File: config.mk
export PLATFORM = sky130hd
export DESIGN_NAME = mch_sframe_ctrl
export DESIGN_NICKNAME = d
export VERILOG_FILES = /design/src/rtl/mch_pkg.sv /design/src/rtl/mch_sf_pos.sv /design/src/rtl/mch_chan_buf.sv /design/src/rtl/mch_irq_stat.sv /design/src/rtl/mch_crc_ctl.sv /design/src/rtl/mch_sframe_ctrl.sv
export SDC_FILE = /design/constraint.sdc
export NUM_CORES = 1
export LEC_CHECK = 0
export BUFFER_PORTS_ARGS = -buffer_cell sky130_fd_sc_hd__buf_2
export CAP_MARGIN = 5
export CORE_UTILIZATION = 54
export CTS_CLUSTER_DIAMETER = 40
export DETAILED_ROUTE_END_ITERATION = 10
export PLACE_DENSITY = 0.88
export SKIP_CTS_REPAIR_TIMING = 1
export SLEW_MARGIN = 20
export SYNTH_ARGS = -nofsm -noshare
export SYNTH_HDL_FRONTEND = slang
export SYNTH_SLANG_ARGS = --single-unit
File: constraint.sdc
create_clock -name clk -period 2.8 [get_ports clk]
set_input_delay 0.28 -clock clk [delete_from_list [all_inputs] [get_ports clk]]
set_output_delay 0.28 -clock clk [all_outputs]
set_load 0.005 [all_outputs]
File: src/rtl/mch_pkg.sv
package mch_pkg;
  localparam int NCH    = 3;
  localparam int CH_M4  = 0;
  localparam int CH_M56 = 1;
  localparam int CH_EOC = 2;

  typedef enum logic [2:0] {
    SEL_M4   = 3'd0,
    SEL_M56  = 3'd1,
    SEL_EOC  = 3'd2,
    SEL_CTRL = 3'd3,
    SEL_STAT = 3'd4
  } sel_e;

  localparam int CTRL_CORRUPT = 0;
  localparam int CTRL_ONESHOT = 1;
  localparam int CTRL_EN_LSB  = 2;
  localparam int CTRL_BITS    = CTRL_EN_LSB + NCH;
endpackage

File: src/rtl/mch_sf_pos.sv
module mch_sf_pos #(
  parameter int QPF = 120,
  parameter int FPS = 8,
  parameter int QW  = 7,
  parameter int FW  = 3
) (
  input  logic          clk,
  input  logic          rst_n,
  input  logic          quat_stb,
  input  logic          sf_start,
  output logic [QW-1:0] quat_idx,
  output logic [FW-1:0] frame_idx,
  output logic          ev_mid,
  output logic          ev_sf_end
);
  localparam logic [QW-1:0] Q_LAST = QW'(QPF - 1);
  localparam logic [FW-1:0] F_LAST = FW'(FPS - 1);
  localparam logic [FW-1:0] F_MID  = FW'(FPS / 2 - 1);

  function automatic logic [QW-1:0] next_quat(input logic [QW-1:0] q, input logic sync);
    if (sync || q == Q_LAST) return '0;
    return q + QW'(1);
  endfunction

  function automatic logic [FW-1:0] next_frame(input logic [QW-1:0] q, input logic [FW-1:0] f,
                                               input logic sync);
    if (sync) return '0;
    if (q != Q_LAST) return f;
    if (f == F_LAST) return '0;
    return f + FW'(1);
  endfunction

  logic [QW-1:0] nq;
  logic [FW-1:0] nf;
  logic          ev_frame_end;

  always_comb begin
    nq = next_quat(quat_idx, sf_start);
    nf = next_frame(quat_idx, frame_idx, sf_start);
  end

  assign ev_frame_end = quat_stb && (nq == Q_LAST);
  assign ev_mid       = ev_frame_end && (nf == F_MID);
  assign ev_sf_end    = ev_frame_end && (nf == F_LAST);

  always_ff @(posedge clk or negedge rst_n) begin
    if (!rst_n) begin
      quat_idx  <= Q_LAST;
      frame_idx <= F_LAST;
    end else if (quat_stb) begin
      quat_idx  <= nq;
      frame_idx <= nf;
    end
  end
endmodule

File: src/rtl/mch_chan_buf.sv
module mch_chan_buf #(
  parameter int DW = 12
) (
  input  logic          clk,
  input  logic          rst_n,
  input  logic          load,
  input  logic [DW-1:0] rx_in,
  input  logic          hold_wr,
  input  logic [DW-1:0] hold_d,
  output logic [DW-1:0] rx_q,
  output logic [DW-1:0] hold_q,
  output logic [DW-1:0] tx_q
);
  always_ff @(posedge clk or negedge rst_n) begin
    if (!rst_n) begin
      rx_q   <= '0;
      hold_q <= '0;
      tx_q   <= '0;
    end else begin
      if (load) begin
        rx_q <= rx_in;
        tx_q <= hold_q;
      end
      if (hold_wr) hold_q <= hold_d;
    end
  end
endmodule

File: src/rtl/mch_irq_stat.sv
module mch_irq_stat #(
  parameter int NCH = 3
) (
  input  logic           clk,
  input  logic           rst_n,
  input  logic [NCH-1:0] set,
  input  logic [NCH-1:0] clr,
  input  logic [NCH-1:0] en,
  output logic [NCH-1:0] sts,
  output logic           irq
);
  always_ff @(posedge clk or negedge rst_n) begin
    if (!rst_n) sts <= '0;
    else        sts <= (sts & ~clr) | set;
  end

  assign irq = |(sts & en);
endmodule

File: src/rtl/mch_crc_ctl.sv
module mch_crc_ctl #(
  parameter int NCH = 3
) (
  input  logic           clk,
  input  logic           rst_n,
  input  logic           wr,
  input  logic           wr_corrupt,
  input  logic           wr_oneshot,
  input  logic [NCH-1:0] wr_en,
  input  logic           sf_end,
  output logic           corrupt,
  output logic           oneshot,
  output logic [NCH-1:0] irq_en
);
  always_ff @(posedge clk or negedge rst_n) begin
    if (!rst_n) begin
      corrupt <= 1'b0;
      oneshot <= 1'b0;
      irq_en  <= '0;
    end else if (wr) begin
      corrupt <= wr_corrupt;
      oneshot <= wr_oneshot;
      irq_en  <= wr_en;
    end else if (sf_end && oneshot) begin
      corrupt <= 1'b0;
    end
  end
endmodule

File: src/rtl/mch_sframe_ctrl.sv
module mch_sframe_ctrl
  import mch_pkg::*;
#(
  parameter int DW  = 12,
  parameter int QPF = 120,
  parameter int FPS = 8
) (
  input  logic          clk,
  input  logic          rst_n,
  input  logic          quat_stb,
  input  logic          sf_start,
  input  logic [DW-1:0] rx_m4_in,
  input  logic [DW-1:0] rx_m56_in,
  input  logic [DW-1:0] rx_eoc_in,
  input  logic          host_wr,
  input  logic [2:0]    host_wsel,
  input  logic [DW-1:0] host_wdata,
  input  logic          host_rd,
  input  logic [2:0]    host_rsel,
  output logic [DW-1:0] host_rdata,
  output logic [DW-1:0] tx_m4_out,
  output logic [DW-1:0] tx_m56_out,
  output logic [DW-1:0] tx_eoc_out,
  output logic          crc_bad,
  output logic          irq,
  output logic [6:0]    quat_idx,
  output logic [2:0]    frame_idx
);
  localparam int QW = $clog2(QPF);
  localparam int FW = $clog2(FPS);

  logic                    ev_mid;
  logic                    ev_sf_end;
  logic [NCH-1:0]          ch_load;
  logic [NCH-1:0][DW-1:0]  rx_in;
  logic [NCH-1:0][DW-1:0]  rx_q;
  logic [NCH-1:0][DW-1:0]  hold_q;
  logic [NCH-1:0][DW-1:0]  tx_q;
  logic [NCH-1:0]          rd_clr;
  logic [NCH-1:0]          sts;
  logic [NCH-1:0]          irq_en;
  logic                    oneshot;
  logic                    ctrl_wr;
  logic [QW-1:0]           q_pos;
  logic [FW-1:0]           f_pos;

  mch_sf_pos #(.QPF(QPF), .FPS(FPS), .QW(QW), .FW(FW)) u_pos (
    .clk       (clk),
    .rst_n     (rst_n),
    .quat_stb  (quat_stb),
    .sf_start  (sf_start),
    .quat_idx  (q_pos),
    .frame_idx (f_pos),
    .ev_mid    (ev_mid),
    .ev_sf_end (ev_sf_end)
  );

  assign quat_idx  = 7'(q_pos);
  assign frame_idx = 3'(f_pos);

  assign ch_load[CH_M4]  = ev_sf_end;
  assign ch_load[CH_M56] = ev_mid;
  assign ch_load[CH_EOC] = ev_mid || ev_sf_end;

  assign rx_in[CH_M4]  = rx_m4_in;
  assign rx_in[CH_M56] = rx_m56_in;
  assign rx_in[CH_EOC] = rx_eoc_in;

  for (genvar c = 0; c < NCH; c++) begin : g_ch
    mch_chan_buf #(.DW(DW)) u_buf (
      .clk     (clk),
      .rst_n   (rst_n),
      .load    (ch_load[c]),
      .rx_in   (rx_in[c]),
      .hold_wr (host_wr && (host_wsel == 3'(c))),
      .hold_d  (host_wdata),
      .rx_q    (rx_q[c]),
      .hold_q  (hold_q[c]),
      .tx_q    (tx_q[c])
    );
    assign rd_clr[c] = host_rd && (host_rsel == 3'(c));
  end

  assign tx_m4_out  = tx_q[CH_M4];
  assign tx_m56_out = tx_q[CH_M56];
  assign tx_eoc_out = tx_q[CH_EOC];

  mch_irq_stat #(.NCH(NCH)) u_irq (
    .clk   (clk),
    .rst_n (rst_n),
    .set   (ch_load),
    .clr   (rd_clr),
    .en    (irq_en),
    .sts   (sts),
    .irq   (irq)
  );

  assign ctrl_wr = host_wr && (host_wsel == SEL_CTRL);

  mch_crc_ctl #(.NCH(NCH)) u_crc (
    .clk        (clk),
    .rst_n      (rst_n),
    .wr         (ctrl_wr),
    .wr_corrupt (host_wdata[CTRL_CORRUPT]),
    .wr_oneshot (host_wdata[CTRL_ONESHOT]),
    .wr_en      (host_wdata[CTRL_EN_LSB +: NCH]),
    .sf_end     (ev_sf_end),
    .corrupt    (crc_bad),
    .oneshot    (oneshot),
    .irq_en     (irq_en)
  );

  always_comb begin
    host_rdata = '0;
    case (host_rsel)
      SEL_M4:   host_rdata = rx_q[CH_M4];
      SEL_M56:  host_rdata = rx_q[CH_M56];
      SEL_EOC:  host_rdata = rx_q[CH_EOC];
      SEL_CTRL: host_rdata = DW'({irq_en, oneshot, crc_bad});
      SEL_STAT: host_rdata = DW'(sts);
      default:  host_rdata = '0;
    endcase
  end
endmodule

==> results.md, run 1 <==
* FF-to-FF Start: u_pos.quat_idx[0]
* Crit-path slowest cell: dfstp_2
* Pre-CTS setup slack at 321 ps
* Antenna violations before repair at 0
* Pin count of the biggest net entering global routing at 70
* Chip width at 102 um
* Drt first pass iters at 4
* Global route overflow at 0
* Via-to-Cell Ratio at 5.41
* PortBufs at 119
* Final TNS setup at 0 ps
* Post-route ant nets at 0
* CTS Buffer Depth at 2
* Met3 Usage GRT at 8.01%
* Die Y at 102 um
* Fin. max-slew vios at 0
* Max-Cap Viols at 0
* Max Fclk at 0.398 GHz
* Number of global-route vias before repair at 3801
* CTS Buf Count at 17
* Min-delay src: rx_eoc_in[8]
* Relative slew slack at 49.6%
* First-pass GRT wire length at 19.4 mm
* Hold Path Class: in2reg
* RSZ-0062 raised after global routing: false
* Max Clock Skew at 8.98 ps
* Leakage power at 3.51 nW
* R2R depth at 7
* CP Launch Type: flip-flop
* # DRC at 0
* Top Usage Layer GRT: met2
* Diode count at 0
* Peak supply drop at 0.437 mV
* Io pins at 120
* Max H-tree Level at 4
* R2r setup slk at 290 ps
* CP Data Required Time at 3180 ps
* CP Data Arrival Time at 2890 ps
* Ys flop type: dfrtp_1
* FILL cells at 630
* Via Count at 3658
* Share of layout cells above drive strength 1 at 49.7%
* Cell count after synthesis at 384
* Global-route met1 utilization at 30.3%
* Asr flop ratio synth at 100%
* CTS tree: done
* Clock net sink count at 126
* Clock transition at the registers of the reported paths at 60 ps
* Root buffer cell: clkbuf_8
* Area growth syn-to-layout at 28.5%
* Final Total Pwr at 0.00462 W
* Synth unique cells at 42
* Hpwl dp at 8.14 mm
* Worst Tran Pin Value at 756 ps
* Crit path kind: reg2reg
* Yosys warns at 0
* Core Region at 9680 um2
* Pwr Density at 671 nW/um2
* Final GP Congestion at 0.850
* Crit path largest cell delay at 570 ps
* Most numerous cell in the Yosys netlist: dfrtp_1
* FP Rows at 36
* Area occupied by multi-input gates at 2090 um2
* Yosys reg bits at 126
* Total GRT Usage at 25.5%
* Initial Util at 55.4%
* Final period utilization at 89.6%
* Syn Area/Cell at 14.0 um2
* Clk Latency, worst-skew pair at 500 ps
* Worst r2r dst: g_ch[1].u_buf.rx_q[7]
* Hold depth at 2
* Final #Nets at 594
* Die Area at 10300 um2
* FF/Latch Area at 3160 um2
* Post-synth top area cell: dfrtp_1
* Worst setup margin at 290 ps
* Synthesized area at 5360 um2
* Synth top area share at 54.6%
* Final WL at 12.6 mm
* Most common library cells after synthesis: 117 x dfrtp_1, 94 x mux2_2, 22 x nor2_1
* Setup violations, final at 0
* Drt initial violations at 173
* Syn Nets at 447
* Met2 usage at 43.4%
* Cell Chain, Critical Path: ha_1 -> xnor2_1 -> or4_4 -> a21oi_4 -> nor2b_4 -> buf_4 -> mux2_1
* Number of synthesized flops with an enable pin at 0
* Seq/Total Area, Yosys at 59.0%
* Hold EP: g_ch[2].u_buf.rx_q[8]
* Fin crit period at 2510 ps
* Synth area leaders: dfrtp_1 55%, mux2_2 20%, dfstp_2 4.4%
* Critical Path End Type: flip-flop
* Final Hold Vio Count at 0
* Critical path peak fanout at 13
* Outcome: finished, final reports clean
* Drt wl/cell at 18.7 um
cell type report:
type / count / share of cell area [%]
Timing Repair Buffer: 147 / 12.6
Clock buffer: 19 / 6.27
Sequential cell: 126 / 45.9
Multi-Input combinational cell: 232 / 30.3
Tap cell: 133 / 2.42
Clock inverter: 12 / 2.11
Inverter: 7 / 0.381
worst max path at each step:
stage               slack [ps]                      to         startpoint  cells after the start
finish                     290   g_ch[1].u_buf.rx_q[7]  u_pos.quat_idx[0]                      7
global route               150   g_ch[1].u_buf.rx_q[7]  u_pos.quat_idx[0]                      7
CTS                        290   g_ch[1].u_buf.tx_q[4]  u_pos.quat_idx[0]                      7
detailed placement         320  g_ch[1].u_buf.rx_q[11]  u_pos.quat_idx[0]                      7
global placement           410   g_ch[1].u_buf.tx_q[6]  u_pos.quat_idx[0]                      7
floorplan                  320   g_ch[1].u_buf.rx_q[0]  u_pos.quat_idx[0]                      8
layer usage:
layer | part of all wire (%) | wire length, um
met5 | 0 | 0
met1 | 42 | 5270
met4 | 1.2 | 146
met2 | 51 | 6470
met3 | 6.0 | 761
sequential cells by signal (all words and copies together) (netlist names):
name               flops
g_ch.u_buf.hold_q     36
g_ch.u_buf.tx_q       36
u_crc.irq_en           3
u_pos.quat_idx         7
u_crc.corrupt          1
u_irq.sts              3
u_pos.frame_idx        3
u_crc.oneshot          1
g_ch.u_buf.rx_q       36
through the flow:
| step | instances | util [%] | cell area (um2) | hold slack, ps |
|---|---|---|---|---|
| finish | 676 | 71.1 | 6890 | 5.50 |
| global placement | 626 | 63.2 | 6120 | 375 |
| global route | 676 | 71.1 | 6890 | -1.87 |
| CTS | 657 | 69.2 | 6700 | -143 |
| detailed placement | 626 | 63.2 | 6120 | 394 |
| floorplan | 384 | - | 5360 | -15.6 |
kinds of logic (layout without fill, tap and decap cells):
| group | Yosys count | count (layout) | synth area share [%] |
|---|---|---|---|
| xor gates and xnor gates | 1 | 1 | 0.163 |
| adders and majority gates | 3 | 3 | 0.700 |
| muxes | 129 | 129 | 27.4 |
| AOI/OAI and AO/OA | 38 | 38 | 4.50 |
| DFF | 126 | 126 | 59.0 |
| and+or+nand+nor | 61 | 61 | 5.90 |
| buffers and inverters | 26 | 185 | 2.29 |
power breakdown:
part           switching, W  internal, W  leakage, nW
Combinational      0.000176     0.000218         1.59
Sequential         0.000105      0.00199         1.63
Clock              0.000767      0.00137        0.287
critical path: cells and delay by family (launching register included):
kind	cells	cell delay (ps)
buffers and inverters	1	230
AO/OA/AOI/OAI	1	180
flip-flops	1	570
AND/OR/NAND/NOR	2	670
adder cells (fa/ha/maj)	1	270
multiplexers	1	360
XOR/XNOR	1	100
cell usage in the layout, fill, tap and decap left out, types with 4 or more instances in the layout:
cell type,n
mux2_1,19
o22ai_1,4
mux2i_1,13
nor2_1,22
a21oi_1,9
dfstp_2,9
clkbuf_16,16
mux2_2,94
o21ai_0,12
nand3b_1,4
nand2_1,11
inv_1,7
dfrtp_1,117
nand3_1,4
buf_2,118
dlygate4sd3_1,19
nor2b_1,5
buf_4,9
clkinv_2,6
No activity file was read; power rests on OpenSTA's default activity.
==> inputs of run 2 (changes only) <==
--- a/config.mk
+++ b/config.mk
@@ -10,6 +10,7 @@
 export CORE_UTILIZATION = 54
 export CTS_CLUSTER_DIAMETER = 40
 export DETAILED_ROUTE_END_ITERATION = 10
+export HOLD_SLACK_MARGIN = 0.08
 export PLACE_DENSITY = 0.88
 export SKIP_CTS_REPAIR_TIMING = 1
 export SLEW_MARGIN = 20
==> results.md, run 2 (synthesis results as in run 1) <==
* Relative slew slack at 49.1%
* Critical Path End Type: flip-flop
* Hold depth at 3
* PortBufs at 119
* Setup violations, final at 0
* Via-to-Cell Ratio at 5.51
* Pwr Density at 649 nW/um2
* CTS tree: done
* Via Count at 3893
* Final period utilization at 91.0%
* Fin crit period at 2550 ps
* Top Registers: g_ch.u_buf.hold_q: 36 flops, g_ch.u_buf.rx_q: 36 flops, g_ch.u_buf.tx_q: 36 flops
* Hold Slack at 118 ps
* Max H-tree Level at 4
* Pre-CTS setup slack at 321 ps
* Global-route met1 utilization at 30.3%
* Initial Util at 55.4%
* Outcome: finished, final reports clean
* Clk Latency, worst-skew pair at 500 ps
* Top Usage Layer GRT: met2
* Leakage power at 3.64 nW
* Number of global-route vias before repair at 3801
* Post-route ant nets at 0
* Die Area at 10300 um2
* CTS Buf Count at 17
* Drt initial violations at 145
* Final #Nets at 625
* Commonest cells after routing, fill and taps aside: 118 x buf_2, 117 x dfrtp_1, 94 x mux2_2
* Die Y at 102 um
* Critical path peak fanout at 13
* Final GP Congestion at 0.850
* Met2 usage at 43.4%
* Clock net sink count at 126
* FP Rows at 36
* Root buffer cell: clkbuf_8
* Drt first pass iters at 5
* Io pins at 120
* Total GRT Usage at 25.5%
* Antenna violations before repair at 0
* FF-to-FF Start: u_pos.quat_idx[0]
* Crit path from: u_pos.quat_idx[0]
* Global route overflow at 0
* Min-delay src: host_rd
* CP Launch Type: flip-flop
* Final WL at 13.8 mm
* Diode count at 0
* Final Hold Vio Count at 0
* Met3 Usage GRT at 8.01%
* Drt wl/cell at 19.5 um
* CP Data Arrival Time at 2920 ps
* CP Data Required Time at 3170 ps
* First-pass GRT wire length at 19.4 mm
* Clock transition at the registers of the reported paths at 60 ps
* Max-Cap Viols at 0
* Share of layout cells above drive strength 1 at 47.0%
* Commonest non-fill, non-tap cell in the layout: buf_2
* Final TNS setup at 0 ps
* CTS Buffer Depth at 2
* Worst setup margin at 251 ps
* Hold Path Class: in2reg
* Core Region at 9680 um2
* Chip width at 102 um
* Peak supply drop at 0.435 mV
* RSZ-0062 raised after global routing: false
* Hpwl dp at 8.14 mm
* Crit path kind: reg2reg
* R2R depth at 7
* Pin count of the biggest net entering global routing at 70
* Max Fclk at 0.392 GHz
* Max Clock Skew at 8.89 ps
* # DRC at 0
* Fin. max-slew vios at 0
* Area growth syn-to-layout at 34.3%
* Worst Tran Pin Value at 763 ps
## run 2: cell types whose count changed in the layout (fill, tap and decap cells not counted)
| cell | delta |
|---|---|
| dlygate4sd3_1 | +31 |
## run 2: stage by stage
step / area (um2) / total power (W) / std cells / util [%]
final: 7200 / 0.00467 / 707 / 74.3
after global routing: 7200 / 0.00484 / 707 / 74.3
after CTS: 6700 / 0.00463 / 657 / 69.2
after detailed placement: 6120 / 0.00249 / 626 / 63.2
after global placement: 6120 / 0.00246 / 626 / 63.2
after floorplan: 5360 / 0.00231 / 384 / -
## run 2: power by group
| part | switching, W | internal [W] |
|---|---|---|
| clock | 0.000774 | 0.00137 |
| combinational | 0.000187 | 0.000246 |
| sequential | 0.000107 | 0.00199 |
## run 2: area by class of cell
class                   count  area [um2]
flip-flops and latches    126        3160
fillers                   583        2480
multi-input cells         232        2090
repair buffers            178        1180
clock buffers              19         432
well taps                 133         166
clock inverters            12         145
inverters                   7        26.3
## run 2: critical path: stages, from the launching register on
cell,delay [ps]
dfstp_2,580
ha_1,280
xnor2_1,110
or4_4,500
a21oi_4,180
nor2b_4,180
buf_4,230
mux2_1,380
## run 2: layer usage
layer / wire length [um] / part of all wire (%) / vias to the layer above
met5: 0 / 0 / -
met4: 450 / 3.3 / 0
met3: 824 / 6.0 / 39
met2: 7080 / 51 / 147
met1: 5400 / 39 / 1969
li1: - / - / 1738
## run 2: worst paths after layout
path                                               to  slack [ps]
worst max-delay path            g_ch[1].u_buf.rx_q[5]         250
worst min-delay path                     u_irq.sts[2]         120
worst max register to register  g_ch[1].u_buf.rx_q[5]         250
worst min register to register  g_ch[1].u_buf.tx_q[0]         480
max in group asynchronous           u_pos.quat_idx[2]        1540
min in group asynchronous       g_ch[0].u_buf.rx_q[8]         400
==> inputs of run 3 (changes only) <==
--- a/config.mk
+++ b/config.mk
@@ -7,13 +7,14 @@
 export LEC_CHECK = 0
 export BUFFER_PORTS_ARGS = -buffer_cell sky130_fd_sc_hd__buf_2
 export CAP_MARGIN = 5
-export CORE_UTILIZATION = 54
+export CORE_UTILIZATION = 55
 export CTS_CLUSTER_DIAMETER = 40
 export DETAILED_ROUTE_END_ITERATION = 10
 export HOLD_SLACK_MARGIN = 0.08
-export PLACE_DENSITY = 0.88
+export PLACE_DENSITY = 0.89
 export SKIP_CTS_REPAIR_TIMING = 1
 export SLEW_MARGIN = 20
 export SYNTH_ARGS = -nofsm -noshare
 export SYNTH_HDL_FRONTEND = slang
+export SYNTH_HIERARCHICAL = 1
 export SYNTH_SLANG_ARGS = --single-unit
==> results.md, run 3 <==
* Chip width at 105 um
* Root buffer cell: clkbuf_8
* Worst Tran Pin Value at 679 ps
* Number of global-route vias before repair at 3944
* Synth area leaders: dfrtp_1 50%, mux2_4 16%, mux2_2 11%
* Die Y at 105 um
* Yosys warns at 6
* CTS Buffer Depth at 2
* CTS Buf Count at 17
* PortBufs at 119
* Post-synth top area cell: dfrtp_1
* Die Area at 11100 um2
* Io pins at 120
* R2r setup slk at 90 ps
* Number of synthesized flops with an enable pin at 0
* Final period utilization at 96.9%
* Relative slew slack at 54.7%
* Pwr Density at 636 nW/um2
* Min-delay src: host_wdata[0]
* Hpwl dp at 8.25 mm
* CTS tree: done
* Dpl cell area at 6500 um2
* Synth unique cells at 55
* FP Rows at 37
* Final Hold Vio Count at 0
* Outcome: finished, final reports clean
* Post-route ant nets at 0
* Max Clock Skew at 22.7 ps
* Final core utilization at 74.0%
* Design area at 7640 um2
* CP Data Arrival Time at 3110 ps
* Asr flop ratio synth at 100%
* Commonest cells after routing, fill and taps aside: 118 x buf_2, 117 x dfrtp_1, 61 x mux2_4
* Antenna violations before repair at 0
* Leakage power at 3.79 nW
* Critical path peak fanout at 7
* Max H-tree Level at 4
* Top Registers: g_ch.u_buf/hold_q: 36 flops, g_ch.u_buf/rx_q: 36 flops, g_ch.u_buf/tx_q: 36 flops
* Cell Chain, Critical Path: ha_2 -> nand2_1 -> o21ai_1 -> a21boi_2 -> nor4b_4 -> or2_2 -> buf_4 -> mux2_2
* Diode count at 0
* Final Total Pwr at 0.00486 W
* Share of layout cells above drive strength 1 at 53.1%
* Drt initial violations at 232
* Syn Nets at 454
* Total GRT Usage at 25.1%
* Worst setup margin at 87.4 ps
* Synth top area share at 49.9%
* WP buf/inv at 1
* Crit path max-delay family: simple AND/OR/NAND/NOR gates
* Final GP Congestion at 0.854
* Commonest non-fill, non-tap cell in the layout: buf_2
* # DRC at 0
* Synthesized area at 5870 um2
* Clock net sink count at 126
* Fin. max-slew vios at 0
* Crit path kind: reg2reg
* Via-to-Cell Ratio at 5.56
* Global route overflow at 0
* Seq/Total Area, Yosys at 53.9%
* Cell count after synthesis at 391
* Final WL at 14.6 mm
* Core Region at 10300 um2
* Syn Area/Cell at 15.0 um2
* Ys flop type: dfrtp_1
* Peak supply drop at 0.375 mV
* CP Data Required Time at 3200 ps
* Final #Nets at 627
* Crit path from: u_pos/quat_idx[0]
* Pin count of the biggest net entering global routing at 77
* Crit-path slowest cell: dfstp_2
* FF-to-FF Start: u_pos/quat_idx[0]
* Max Fclk at 0.369 GHz
* Final TNS setup at 0 ps
* Most numerous cell in the Yosys netlist: dfrtp_1
* First-pass GRT wire length at 20.8 mm
* Crit path largest cell delay at 580 ps
* Clock transition at the registers of the reported paths at 60 ps
* Initial Util at 56.9%
* Fin crit period at 2710 ps
* Yosys reg bits at 126
* Most common library cells after synthesis: 117 x dfrtp_1, 61 x mux2_4, 56 x mux2_2
* Critical Path End Type: flip-flop
* CP Launch Type: flip-flop
* Pre-CTS setup slack at 72.3 ps
* Via Count at 3960
* Max-Cap Viols at 0
* Drt wl/cell at 20.5 um
* Drt first pass iters at 6
* Area growth syn-to-layout at 30.1%
* Clk Latency, worst-skew pair at 530 ps
* Hold Path Class: in2reg
* Setup violations, final at 0
==> run 3: cell types whose count changed after synthesis, sizes merged, moves of 5 or more <==
cell    before  now
mux2i       13    8
buf          9   17
clkbuf      10    4
or2          1    8
nor2        22    5
==> run 3: cells by family (layout without fill, tap and decap cells) <==
kind of cell               after synthesis  after routing  synth area share, %
muxes                                  127            127                 28.5
buffers and inverters                   29            214                 4.56
and+or+nand+nor                         64             64                 7.26
adders and majority gates                3              3                0.639
xor gates and xnor gates                 2              2                0.298
AOI/OAI and AO/OA                       40             40                 4.90
DFF                                    126            126                 53.9
==> run 3: report_power, final <==
| part | internal, W | switching [W] | leakage, nW |
|---|---|---|---|
| Sequential | 0.00196 | 0.0000924 | 1.65 |
| Clock | 0.00164 | 0.000787 | 0.317 |
| Combinational | 0.000217 | 0.000160 | 1.82 |
| Total | 0.00382 | 0.00104 | 3.79 |
==> run 3: area by class of cell <==
cell class | count | area [um2]
tap | 136 | 170
inverter | 8 | 30.0
clock buffer | 19 | 432
sequential | 126 | 3160
clock inverter | 12 | 216
timing repair buffer | 175 | 1170
fill | 624 | 2680
multi-input combinational | 236 | 2460
==> run 3: worst paths after layout <==
check                                          end  cells past startpoint
hold / removal                       u_crc/corrupt                      3
setup reg to reg             g_ch[2].u_buf/rx_q[9]                      8
min in group asynchronous        u_pos/quat_idx[3]                      2
hold reg to reg              g_ch[1].u_buf/tx_q[7]                      1
max in group asynchronous  g_ch[1].u_buf/hold_q[6]                      3
setup / recovery             g_ch[2].u_buf/rx_q[9]                      8
==> run 3: stage by stage <==
| stage | std cells | hold slack (ps) |
|---|---|---|
| 2_1_floorplan | 391 | -15.6 |
| 5_1_grt | 712 | 76.6 |
| 3_3_place_gp | 633 | 345 |
| 4_1_cts | 664 | -199 |
| 3_5_place_dp | 633 | 356 |
| 6_report | 712 | 50.4 |
==> run 3: layer usage <==
layer | GRT usage (%) | part of all wire [%]
met3 | 6.37 | 5.4
met2 | 42.7 | 52
met5 | 0 | 0
met1 | 30.0 | 40
met4 | 11.6 | 3.0
==> run 3: worst min-delay path, cell delays in order <==
cell     delay, ps
buf_2          130
nand2_1         60
o21ai_0         60
